[src/rtl/vwg_pkg.sv]
package vwg_pkg;

   typedef enum logic [1:0] {
      SZ_BYTE  = 2'd0,
      SZ_HALF  = 2'd1,
      SZ_WORD  = 2'd2,
      SZ_DWORD = 2'd3
   } acc_size_e;

   // offset from first to last byte of an access of the given size
   function automatic logic [3:0] last_offset(acc_size_e s);
      case (s)
         SZ_BYTE:  return 4'd0;
         SZ_HALF:  return 4'd1;
         SZ_WORD:  return 4'd3;
         default:  return 4'd7;
      endcase
   endfunction

endpackage

[src/rtl/vwg_span.sv]
// Computes the last byte address of an access and whether it wrapped.
module vwg_span #(
   parameter int ADDR_W = 32
) (
   input  logic [ADDR_W-1:0]     first_addr,
   input  vwg_pkg::acc_size_e    size,
   output logic [ADDR_W-1:0]     last_addr,
   output logic                  wrapped
);
   localparam int SUM_W = ADDR_W + 1;

   logic [SUM_W-1:0] sum;

   always_comb begin
      sum       = {1'b0, first_addr} + SUM_W'(vwg_pkg::last_offset(size));
      last_addr = sum[ADDR_W-1:0];
      wrapped   = sum[ADDR_W];
   end
endmodule

[src/rtl/vwg_vec_hit.sv]
// Flags an access whose byte span touches the protected low region.
module vwg_vec_hit #(
   parameter int ADDR_W    = 32,
   parameter int VEC_BYTES = 32
) (
   input  logic [ADDR_W-1:0] first_addr,
   input  logic [ADDR_W-1:0] last_addr,
   input  logic              wrapped,
   output logic              hit
);
   localparam logic [ADDR_W-1:0] LIMIT = ADDR_W'(VEC_BYTES);

   logic start_in;
   logic tail_in;

   always_comb begin
      start_in = first_addr < LIMIT;
      tail_in  = wrapped && (last_addr < LIMIT);
      hit      = start_in || tail_in;
   end
endmodule

[src/rtl/vwg_range.sv]
// Legacy window check; a parameter picks whether the comparator exists.
module vwg_range #(
   parameter int ADDR_W    = 32,
   parameter int SPAN_LOG2 = 26,
   parameter bit ENABLE    = 1'b1
) (
   input  logic [ADDR_W-1:0] first_addr,
   input  logic              legacy,
   output logic              out_of_range
);
   generate
      if (ENABLE) begin : g_check
         logic above;
         always_comb begin
            above        = |first_addr[ADDR_W-1:SPAN_LOG2];
            out_of_range = legacy && above;
         end
      end else begin : g_none
         assign out_of_range = 1'b0;
      end
   endgenerate
endmodule

[src/rtl/vwg_abort_reg.sv]
// Single-cycle abort register with synchronous clear.
module vwg_abort_reg (
   input  logic clk,
   input  logic rst,
   input  logic set,
   output logic pulse
);
   always_ff @(posedge clk) begin
      if (rst) pulse <= 1'b0;
      else     pulse <= set;
   end
endmodule

[src/rtl/vec_write_guard.sv]
module vec_write_guard #(
   parameter int ADDR_W       = 32,
   parameter int VEC_BYTES    = 32,
   parameter int SPAN_LOG2    = 26,
   parameter bit RANGE_ENABLE = 1'b1
) (
   input  logic              clk,
   input  logic              rst,
   input  logic              req_valid,
   input  logic              req_write,
   input  logic [ADDR_W-1:0] req_addr,
   input  logic [1:0]        req_size,
   input  logic              legacy_cfg,
   output logic              mem_we,
   output logic              abort_pulse
);
   // elaboration checks on the parameter set
   generate
      if (SPAN_LOG2 >= ADDR_W || SPAN_LOG2 < 1) begin : g_bad_span
         $error("vec_write_guard: SPAN_LOG2 must be below ADDR_W");
      end
      if (VEC_BYTES < 1 || (ADDR_W < 32 && VEC_BYTES >= (1 << ADDR_W))) begin : g_bad_vec
         $error("vec_write_guard: VEC_BYTES out of address range");
      end
      if (SPAN_LOG2 > 0 && VEC_BYTES > (1 << SPAN_LOG2)) begin : g_bad_mix
         $error("vec_write_guard: vector area exceeds legacy window");
      end
   endgenerate

   logic [ADDR_W-1:0] last_addr;
   logic              wrapped;
   logic              vec_hit;
   logic              range_hit;
   logic              store_blocked;
   logic              abort_set;

   vwg_span #(.ADDR_W(ADDR_W)) u_span (
      .first_addr (req_addr),
      .size       (vwg_pkg::acc_size_e'(req_size)),
      .last_addr  (last_addr),
      .wrapped    (wrapped)
   );

   vwg_vec_hit #(.ADDR_W(ADDR_W), .VEC_BYTES(VEC_BYTES)) u_vec (
      .first_addr (req_addr),
      .last_addr  (last_addr),
      .wrapped    (wrapped),
      .hit        (vec_hit)
   );

   vwg_range #(.ADDR_W(ADDR_W), .SPAN_LOG2(SPAN_LOG2), .ENABLE(RANGE_ENABLE)) u_range (
      .first_addr   (req_addr),
      .legacy       (legacy_cfg),
      .out_of_range (range_hit)
   );

   always_comb begin
      store_blocked = vec_hit || range_hit;
      mem_we        = req_valid && req_write && !store_blocked;
      abort_set     = req_valid && ((req_write && vec_hit) || range_hit);
   end

   vwg_abort_reg u_abort (
      .clk   (clk),
      .rst   (rst),
      .set   (abort_set),
      .pulse (abort_pulse)
   );
endmodule

[config.mk]
export PLATFORM = sky130hd
export DESIGN_NAME = vec_write_guard
export DESIGN_NICKNAME = d
export VERILOG_FILES = /design/src/rtl/vwg_pkg.sv /design/src/rtl/vwg_span.sv /design/src/rtl/vwg_vec_hit.sv /design/src/rtl/vwg_range.sv /design/src/rtl/vwg_abort_reg.sv /design/src/rtl/vec_write_guard.sv
export SDC_FILE = /design/constraint.sdc
export NUM_CORES = 1
export LEC_CHECK = 0
export BUFFER_PORTS_ARGS = -buffer_cell sky130_fd_sc_hd__buf_4
export CORE_MARGIN = 8
export CORE_UTILIZATION = 30
export DETAILED_ROUTE_END_ITERATION = 8
export MAX_ROUTING_LAYER = met4
export PLACE_DENSITY_LB_ADDON = 0.05
export SETUP_SLACK_MARGIN = 0.1
export SLEW_MARGIN = 20
export SYNTH_ARGS = -nofsm -noshare
export SYNTH_HDL_FRONTEND = slang
export SYNTH_SLANG_ARGS = --single-unit
export TNS_END_PERCENT = 1
[constraint.sdc]
create_clock -name clk -period 4.41 [get_ports clk]
set_clock_uncertainty 0.15 [all_clocks]
set_input_delay 0.6615 -clock clk [delete_from_list [all_inputs] [get_ports clk]]
set_output_delay 0.6615 -clock clk [all_outputs]
set_load 0.02 [all_outputs]
==> results.yml, run 1 <==
power:
  power_per_cell_area_nw_per_um2: 85.5
  irDropWorstVdd_mv: 0.0333
  leak_pwr_nw: 0.318
  power.total_w: 0.0000627
setup_path:
  critPathArrivalTime_ns: 2.43
  worst_setup_path_start_kind: "primary input"
  required_arrival_time_at_the_worst_endpoint_ns: 3.60
  worstSetupPathType: "primary input to primary output"
  path_max_fanout: 4
  timing.critical_path.to_type: "primary output"
final_layout:
  final_layout_size_suffix_gt1_frac: 0.460
  regMostFlops: "u_abort.pulse"
  multi_input_area_um2: 387
  sequential_cell_area_um2: 20.0
  area_delta_synth_final_pct: 75.4
  antenna_cells: 0
  finalNetCount: 143
  largest_reg_flops: 1
  fillerInstances: 132
  biggestRegsByFlops: "u_abort.pulse (1)"
yosys:
  synth-main-ff-cell: "sky130_fd_sc_hd__dfxtp_1"
  synth.lib_cells_used.distinct: 31
  synth_enable_flop_cells: 0
  syn_inst: 61
  synth-simple-area-share: 0.533
  yosys-mux-area-fraction: 0
  xor_xnor_cell_area_share_of_the_yosys_netlist: 0.0419
  fraction_of_the_yosys_area_taken_by_sequential_cells: 0.0479
  synthesis.area_um2: 418
  syn_avg_cell_area_um2: 6.85
  fraction_of_the_mapped_netlist_area_in_compound_gates: 0.290
  ffs_latches_synth: 1
  main_combinational_cell_family_by_area_after_synthesis: "simple AND/OR/NAND/NOR gates"
  synth.largest_area_cell: "sky130_fd_sc_hd__nor4_1"
  yosys-top-cells-area: "sky130_fd_sc_hd__nor4_1 10%, sky130_fd_sc_hd__nand2_1 8.1%, sky130_fd_sc_hd__ha_1 6.0%, sky130_fd_sc_hd__nand4_1 6.0%, sky130_fd_sc_hd__nor2_1 5.4%"
  synth_top_area_frac: 0.105
  syn-num-nets: 102
  yosysWarnings: 0
  post-synth-top-count-cell: "sky130_fd_sc_hd__nand2_1"
  synth-adder-area-share: 0.0599
  netlist_top_cells_count: "9 x sky130_fd_sc_hd__nand2_1, 7 x sky130_fd_sc_hd__nor4_1, 6 x sky130_fd_sc_hd__nor2_1"
  async_reset_ff_frac: 0
clock_tree:
  postCtsResizedCells: 0
  hold_buffers: 0
  post-cts-setup-buffers: 0
  clkTransAtPathRegs_ns: 0
timing:
  max_slew.worst_pin.slew_ns: 0.375
  slew_violations: 0
  period_needed_ns: 3.24
  total_setup_violations_reported_at_the_end_of_the_flow: 0
  unrepaired_setup_endpoints_after_global_routing: "false"
  timing.final.hold_violations: 0
  fmax_ghz: 0.308
  post-route-worst-setup-slack_ns: 1.17
  totalNegativeSetupSlack_ns: 0
  post-route-period-util: 0.735
  timing.max_slew.rel_slack: 0.748
global_routing:
  grt_usage: 0.112
  grt_pass1_vias: 634
  grt_first_pass_wirelength_um: 2580
  grt_max_degree: 6
  antenna_found_initial: 0
  globalRoute.totalOverflow: 0
die:
  start_util: 0.321
  die_h_um: 53.3
  rows: 13
  dieArea_um2: 2840
  placeable_core_region_um2: 1300
  pin_count: 41
  die_width_um: 53.3
worst_hold_path:
  worst_hold_startpoint: "rst"
  holdPathEnd: "u_abort.pulse"
  hold_depth: 3
  timing.hold.worst.class: "primary input to register"
drt:
  wl_um: 1600
  detail_route.vias_per_cell: 5.42
  wl_per_cell_um: 13.9
  first_pass_iters: 4
  drcViolationCount: 0
  first_iteration_detailed_routing_drc_count: 9
  final_antenna_net_count: 0
  dr_total_vias: 623
run_status:
  outcome: "completed"
placement:
  detailedPlace.worstSlack_ns: 1.17
  dp_hpwl_um: 1480
  gp_congestion: 0.854
  port_buffers: 40
run:
  max_cap_violations: 0
## power breakdown
| group | internal, W | total [W] | switching [W] | leakage, nW |
|---|---|---|---|---|
| Clock | 0 | 0 | 0 | 0 |
| Combinational | 0.0000315 | 0.0000532 | 0.0000217 | 0.309 |
| Sequential | 0.00000947 | 0.00000952 | 0.0000000528 | 0.00811 |
## through the flow
stage                     cells  hold slack [ns]  utilization  cell area, um2
final                       115            0.777        0.563             733
after global routing        115            0.790        0.563             733
after CTS                   115            0.778        0.563             733
after detailed placement    115            0.775        0.563             733
after global placement      115            0.779        0.563             733
after floorplan              61            0.678            -             418
## per-layer routing
layer  share of wire  track usage  up-vias
met4               0            0        0
met3           0.083       0.0224        0
met1            0.47        0.145      266
met2            0.45        0.186       29
met5               0            -        -
li1                -            -      328
## cell type report
class                   instances  share of cell area
inverters                       2              0.0102
multi-input cells              57               0.527
flip-flops and latches          1              0.0273
well taps                      15              0.0256
repair buffers                 40               0.410
## cell usage in the layout, fill, tap and decap left out, types with 2 or more instances in the layout
| master | synthesis | routed |
|---|---|---|
| sky130_fd_sc_hd__nand2_1 | 9 | 9 |
| sky130_fd_sc_hd__o211ai_1 | 2 | 2 |
| sky130_fd_sc_hd__ha_1 | 2 | 2 |
| sky130_fd_sc_hd__and4b_1 | 2 | 2 |
| sky130_fd_sc_hd__xnor2_1 | 2 | 2 |
| sky130_fd_sc_hd__nor2_1 | 6 | 6 |
| sky130_fd_sc_hd__nor3_1 | 3 | 3 |
| sky130_fd_sc_hd__nand4_1 | 4 | 4 |
| sky130_fd_sc_hd__inv_1 | 2 | 2 |
| sky130_fd_sc_hd__buf_4 | 0 | 40 |
| sky130_fd_sc_hd__nor4_1 | 7 | 7 |
| sky130_fd_sc_hd__nand3_1 | 2 | 2 |
## cell families (layout without fill, tap and decap cells)
group | Yosys count | count (layout)
adders and majority gates | 2 | 2
AOI/OAI and AO/OA | 13 | 13
xor gates and xnor gates | 2 | 2
and+or+nand+nor | 40 | 40
buffers and inverters | 3 | 42
DFF | 1 | 1
## worst max-delay path by stage
stage                     depth (start not counted)  slack, ns      to         from
after floorplan                                   7       1.45  mem_we  req_size[0]
after global placement                            9       1.20  mem_we  req_size[0]
after detailed placement                          9       1.17  mem_we  req_size[0]
after CTS                                         9       1.17  mem_we  req_size[0]
after global routing                              9       1.01  mem_we  req_size[0]
final                                             9       1.17  mem_we  req_size[0]
## critical path, cell delays in order
cell,delay (ns)
sky130_fd_sc_hd__buf_4,0.11
sky130_fd_sc_hd__and2_1,0.14
sky130_fd_sc_hd__ha_1,0.28
sky130_fd_sc_hd__o211ai_2,0.10
sky130_fd_sc_hd__a211oi_2,0.34
sky130_fd_sc_hd__xnor2_1,0.11
sky130_fd_sc_hd__a311oi_1,0.36
sky130_fd_sc_hd__o311a_1,0.19
sky130_fd_sc_hd__buf_4,0.13
No activity file was read; power rests on OpenSTA's default activity.
==> run 2: changes to the inputs <==
- clock period: 4.41 -> 2.65 ns (I/O delays scaled with it)
==> run 2 against run 1 <==
Wire length is 14% higher. Sequential cell count is the same. Sequential share of layout area fell by 0.36 points.
==> results.yml, run 2 (same netlist as run 1, synthesis figures left out) <==
final_layout:
  largest_reg_flops: 1
  fin_cells: 119
  most-common-layout-cells: "40 x sky130_fd_sc_hd__buf_4, 9 x sky130_fd_sc_hd__nand2_1, 7 x sky130_fd_sc_hd__nor4_1, 5 x sky130_fd_sc_hd__nor2_1, 4 x sky130_fd_sc_hd__nand4_1"
  multi_input_area_um2: 449
  layout.cells.most_common: "sky130_fd_sc_hd__buf_4"
  antenna_cells: 0
  regMostFlops: "u_abort.pulse"
  final_layout_size_suffix_gt1_frac: 0.548
  biggestRegsByFlops: "u_abort.pulse (1)"
  sequential_cell_area_um2: 20.0
  finalNetCount: 147
  fillerInstances: 121
  area_delta_synth_final_pct: 102
global_routing:
  grt_pass1_vias: 684
  grt_usage: 0.127
  grt_max_degree: 6
  globalRoute.totalOverflow: 0
  grt_first_pass_wirelength_um: 2880
  antenna_found_initial: 0
drt:
  first_iteration_detailed_routing_drc_count: 8
  dr_total_vias: 653
  drcViolationCount: 0
  detail_route.vias_per_cell: 5.49
  first_pass_iters: 4
  final_antenna_net_count: 0
  wl_um: 1820
  wl_per_cell_um: 15.3
timing:
  max_slew.worst_pin.slew_ns: 0.436
  fmax_ghz: 0.389
  slew_violations: 0
  period_needed_ns: 2.57
  totalNegativeSetupSlack_ns: 0
  post-route-period-util: 0.971
  total_setup_violations_reported_at_the_end_of_the_flow: 0
  timing.final.hold_violations: 0
  fin_worst_hold_slack_ns: 0.519
  timing.max_slew.rel_slack: 0.708
  unrepaired_setup_endpoints_after_global_routing: "true"
placement:
  port_buffers: 40
  gp_congestion: 0.849
  placedCellCount: 117
  dp_hpwl_um: 1480
power:
  power_per_cell_area_nw_per_um2: 149
  irDropWorstVdd_mv: 0.0591
  leak_pwr_nw: 0.350
worst_hold_path:
  hold_depth: 3
  worst_hold_startpoint: "rst"
  timing.hold.worst.class: "primary input to register"
  holdPathEnd: "u_abort.pulse"
setup_path:
  worstSetupPathType: "primary input to primary output"
  critPathArrivalTime_ns: 2.02
  timing.critical_path.to_type: "primary output"
  required_arrival_time_at_the_worst_endpoint_ns: 2.10
  worst_setup_path_start_kind: "primary input"
  path_max_fanout: 4
run_status:
  outcome: "completed"
die:
  die_h_um: 53.3
  dieArea_um2: 2840
  rows: 13
  die_width_um: 53.3
  start_util: 0.321
  placeable_core_region_um2: 1300
  pin_count: 41
run:
  max_cap_violations: 0
clock_tree:
  clkTransAtPathRegs_ns: 0
  hold_buffers: 0
## run 2: metal layers
metal,track usage,share of wire,wire (um),vias to the layer above
li1,-,-,-,332
met1,0.159,0.45,823,294
met2,0.217,0.49,883,27
met3,0.0252,0.062,112,0
met4,0,0,0,0
met5,-,0,0,-
## run 2: worst max-delay path: stages
cell                       delay, ns
sky130_fd_sc_hd__buf_6          0.09
sky130_fd_sc_hd__and2_4         0.15
sky130_fd_sc_hd__ha_4           0.27
sky130_fd_sc_hd__o211ai_4       0.09
sky130_fd_sc_hd__a211oi_4       0.24
sky130_fd_sc_hd__and4b_1        0.25
sky130_fd_sc_hd__nor3b_2        0.05
sky130_fd_sc_hd__o311a_1        0.33
sky130_fd_sc_hd__buf_6          0.13
## run 2: worst max-delay path by stage
stage           startpoint     end  slack (ns)  cells after the start
3_5_place_dp   req_size[0]  mem_we       -0.07                      9
2_1_floorplan  req_size[0]  mem_we        0.22                      7
6_report       req_size[0]  mem_we        0.08                      9
3_3_place_gp   req_size[0]  mem_we       -0.03                      9
4_1_cts        req_size[1]  mem_we        0.04                      8
5_1_grt        req_size[0]  mem_we      -0.002                      9
## run 2: final cells by class
| class | instances | area share |
|---|---|---|
| multi-input combinational | 57 | 0.532 |
| inverter | 2 | 0.00889 |
| tap | 15 | 0.0222 |
| timing repair buffer | 44 | 0.413 |
| sequential | 1 | 0.0237 |
## run 2: report_power, final
part / internal (W) / leakage, nW / switching, W / total, W
clock network: 0 / 0 / 0 / 0
registers: 0.0000158 / 0.00811 / 0.0000000948 / 0.0000158
logic: 0.0000650 / 0.341 / 0.0000447 / 0.000110
## run 2: stage by stage
stage	util	cell area, um2	total power [W]	worst slack (ns)
6_report	0.649	845	0.000126	0.0777
5_1_grt	0.649	845	0.000135	-0.00220
4_1_cts	0.625	813	0.000120	0.0442
3_5_place_dp	0.575	748	0.000107	-0.0652
3_3_place_gp	0.575	748	0.000107	-0.0278
2_1_floorplan	-	418	0.0000458	0.217
## run 2: what timing repair did
item                       CTS  global route
buffers inserted             0             2
pin swaps                   11            10
setup endpoints to repair    1             1
resized for setup           10             4
==> run 3: changes to the inputs <==
- ABC_AREA: not set -> 1
- CORE_AREA: not set -> 8 8 45 47
- CORE_MARGIN: 8 -> not set
- CORE_UTILIZATION: 30 -> not set
- DIE_AREA: not set -> 0 0 53 55
==> run 3 against run 2 <==
Critical path depth is 3 higher. Sequential power barely moved. Die area rose by 2.5%. Synthesized cell count is 1.6% higher. Sequential share of layout area grew 0.91 points. Critical path type unchanged.
==> results.yml, run 3 <==
drt:
  first_pass_iters: 2
  wl_um: 1180
  dr_total_vias: 488
  drcViolationCount: 0
  first_iteration_detailed_routing_drc_count: 2
  wl_per_cell_um: 10.1
  final_antenna_net_count: 0
  detail_route.vias_per_cell: 4.17
global_routing:
  grt_max_degree: 4
  met1_capacity_usage_during_global_routing: 0.0953
  antenna_found_initial: 0
  grt-busiest-layer: "met2"
  grt_pass1_vias: 490
  grt_usage: 0.0753
  met3_usage: 0.0107
  grt_first_pass_wirelength_um: 1750
  globalRouteMet2Util: 0.131
  globalRoute.totalOverflow: 0
power:
  power.share.switching: 0.290
  power_frac_comb: 0.814
  clockPowerShare: 0
  irDropWorstVdd_mv: 0.0417
  power_per_cell_area_nw_per_um2: 142
  p_int_w: 0.0000616
  power.switching_w: 0.0000252
  seqPwrFrac: 0.186
  leak_pwr_nw: 0.330
clock_tree:
  clkTransAtPathRegs_ns: 0
  postCtsResizedCells: 0
  post-cts-setup-buffers: 0
  hold_buffers: 0
timing:
  total_setup_violations_reported_at_the_end_of_the_flow: 0
  post-route-period-util: 0.785
  unrepaired_setup_endpoints_after_global_routing: "false"
  period_needed_ns: 2.08
  timing.final.hold_violations: 0
  fmax_ghz: 0.481
  max_slew.worst_pin.slew_ns: 0.145
  timing.max_slew.rel_slack: 0.903
  slew_violations: 0
  totalNegativeSetupSlack_ns: 0
setup_path:
  required_arrival_time_at_the_worst_endpoint_ns: 2.10
  worstSetupPathType: "primary input to primary output"
  path_max_fanout: 3
  timing.critical_path.to_type: "primary output"
  worst_setup_path_start_kind: "primary input"
  critPathArrivalTime_ns: 1.53
final_layout:
  finalNetCount: 144
  layout.cells.most_common: "sky130_fd_sc_hd__buf_4"
  largest_reg_flops: 1
  sequential_cell_area_um2: 20.0
  finish.instance_area_um2: 611
  regMostFlops: "u_abort.pulse"
  biggestRegsByFlops: "u_abort.pulse (1)"
  fillerInstances: 156
  multi_input_area_um2: 251
  antenna_cells: 0
  area_delta_synth_final_pct: 108
  final_layout_size_suffix_gt1_frac: 0.406
  most-common-layout-cells: "40 x sky130_fd_sc_hd__buf_4, 21 x sky130_fd_sc_hd__nor2_1, 18 x sky130_fd_sc_hd__nand2_1"
yosys:
  yosys-top-cells-area: "sky130_fd_sc_hd__nor2_1 27%, sky130_fd_sc_hd__nand2_1 23%, sky130_fd_sc_hd__nand4_1 11%, sky130_fd_sc_hd__ha_1 8.5%, sky130_fd_sc_hd__nand3_1 8.5%"
  syn-num-nets: 103
  synth_top_area_frac: 0.268
  synth.lib_cells_used.distinct: 11
  post-synth-top-count-cell: "sky130_fd_sc_hd__nor2_1"
  async_reset_ff_frac: 0
  ffs_latches_synth: 1
  synth-main-ff-cell: "sky130_fd_sc_hd__dfxtp_1"
  synth_enable_flop_cells: 0
  syn_avg_cell_area_um2: 4.74
  yosysWarnings: 0
  syn_inst: 62
  synthesis.area_um2: 294
  netlist_top_cells_count: "21 x sky130_fd_sc_hd__nor2_1, 18 x sky130_fd_sc_hd__nand2_1, 5 x sky130_fd_sc_hd__inv_1, 5 x sky130_fd_sc_hd__nand3_1, 5 x sky130_fd_sc_hd__nand4_1"
  fraction_of_the_yosys_area_taken_by_sequential_cells: 0.0681
  synth.largest_area_cell: "sky130_fd_sc_hd__nor2_1"
run:
  max_cap_violations: 0
die:
  die_width_um: 53
  pin_count: 41
  placeable_core_region_um2: 1380
  rows: 14
  die_h_um: 55
  dieArea_um2: 2920
  start_util: 0.212
placement:
  gp_congestion: 0.808
  port_buffers: 40
  dp_hpwl_um: 1130
  place_area_um2: 611
worst_hold_path:
  timing.hold.worst.class: "primary input to register"
run_status:
  outcome: "completed"
run 3: layout make-up:
cell class / count / share of cell area
Timing Repair Buffer: 40 / 0.492
Sequential cell: 1 / 0.0328
Tap cell: 16 / 0.0328
Inverter: 5 / 0.0307
Multi-Input combinational cell: 55 / 0.412
run 3: layer usage:
layer	vias to the layer above	routed length (um)	part of all wire
met5	-	0	0
met4	0	0	0
met3	0	99	0.084
met2	21	549	0.47
met1	187	527	0.45
li1	280	-	-
run 3: kinds of logic (layout without fill, tap and decap cells):
logic type,after synthesis,after routing,share of synthesized area
compound gates,3,3,0.0638
flops,1,1,0.0681
buf+inv,6,45,0.0766
simple gates,50,50,0.706
fa+ha+maj,2,2,0.0851
run 3: path summary, 6_finish.rpt:
| check | from | end | slack, ns | cells past startpoint |
|---|---|---|---|---|
| hold / removal | rst | u_abort.pulse | 0.50 | 4 |
| setup / recovery | req_size[1] | mem_we | 0.57 | 12 |
run 3: power by group through the flow:
stage	Sequential (W)	Clock [W]	Combinational, W
2_1_floorplan	0.0000169	0	0.0000186
5_1_grt	0.0000162	0	0.0000792
3_5_place_dp	0.0000161	0	0.0000715
6_report	0.0000161	0	0.0000707
3_3_place_gp	0.0000161	0	0.0000709
4_1_cts	0.0000161	0	0.0000716
run 3: worst max-delay path, cell delays in order:
cell and delay, ns:
sky130_fd_sc_hd__buf_4 0.12, sky130_fd_sc_hd__nand2_1 0.05, sky130_fd_sc_hd__inv_1 0.04, sky130_fd_sc_hd__ha_1 0.28, sky130_fd_sc_hd__nand2_1 0.05, sky130_fd_sc_hd__inv_1 0.05
sky130_fd_sc_hd__nand3_1 0.07, sky130_fd_sc_hd__a21oi_1 0.12, sky130_fd_sc_hd__nand4_1 0.08, sky130_fd_sc_hd__nand2_1 0.09, sky130_fd_sc_hd__nor2_1 0.04, sky130_fd_sc_hd__buf_4 0.15
run 3: per-stage QoR:
step / hold slack (ns) / worst slack (ns) / util / std cells / power, W
global placement: 0.498 / 0.614 / 0.441 / 117 / 0.0000870
detailed placement: 0.497 / 0.547 / 0.441 / 117 / 0.0000876
floorplan: 0.384 / 0.745 / - / 62 / 0.0000356
CTS: 0.501 / 0.545 / 0.441 / 117 / 0.0000877
global route: 0.532 / 0.442 / 0.441 / 117 / 0.0000954
finish: 0.498 / 0.570 / 0.441 / 117 / 0.0000868
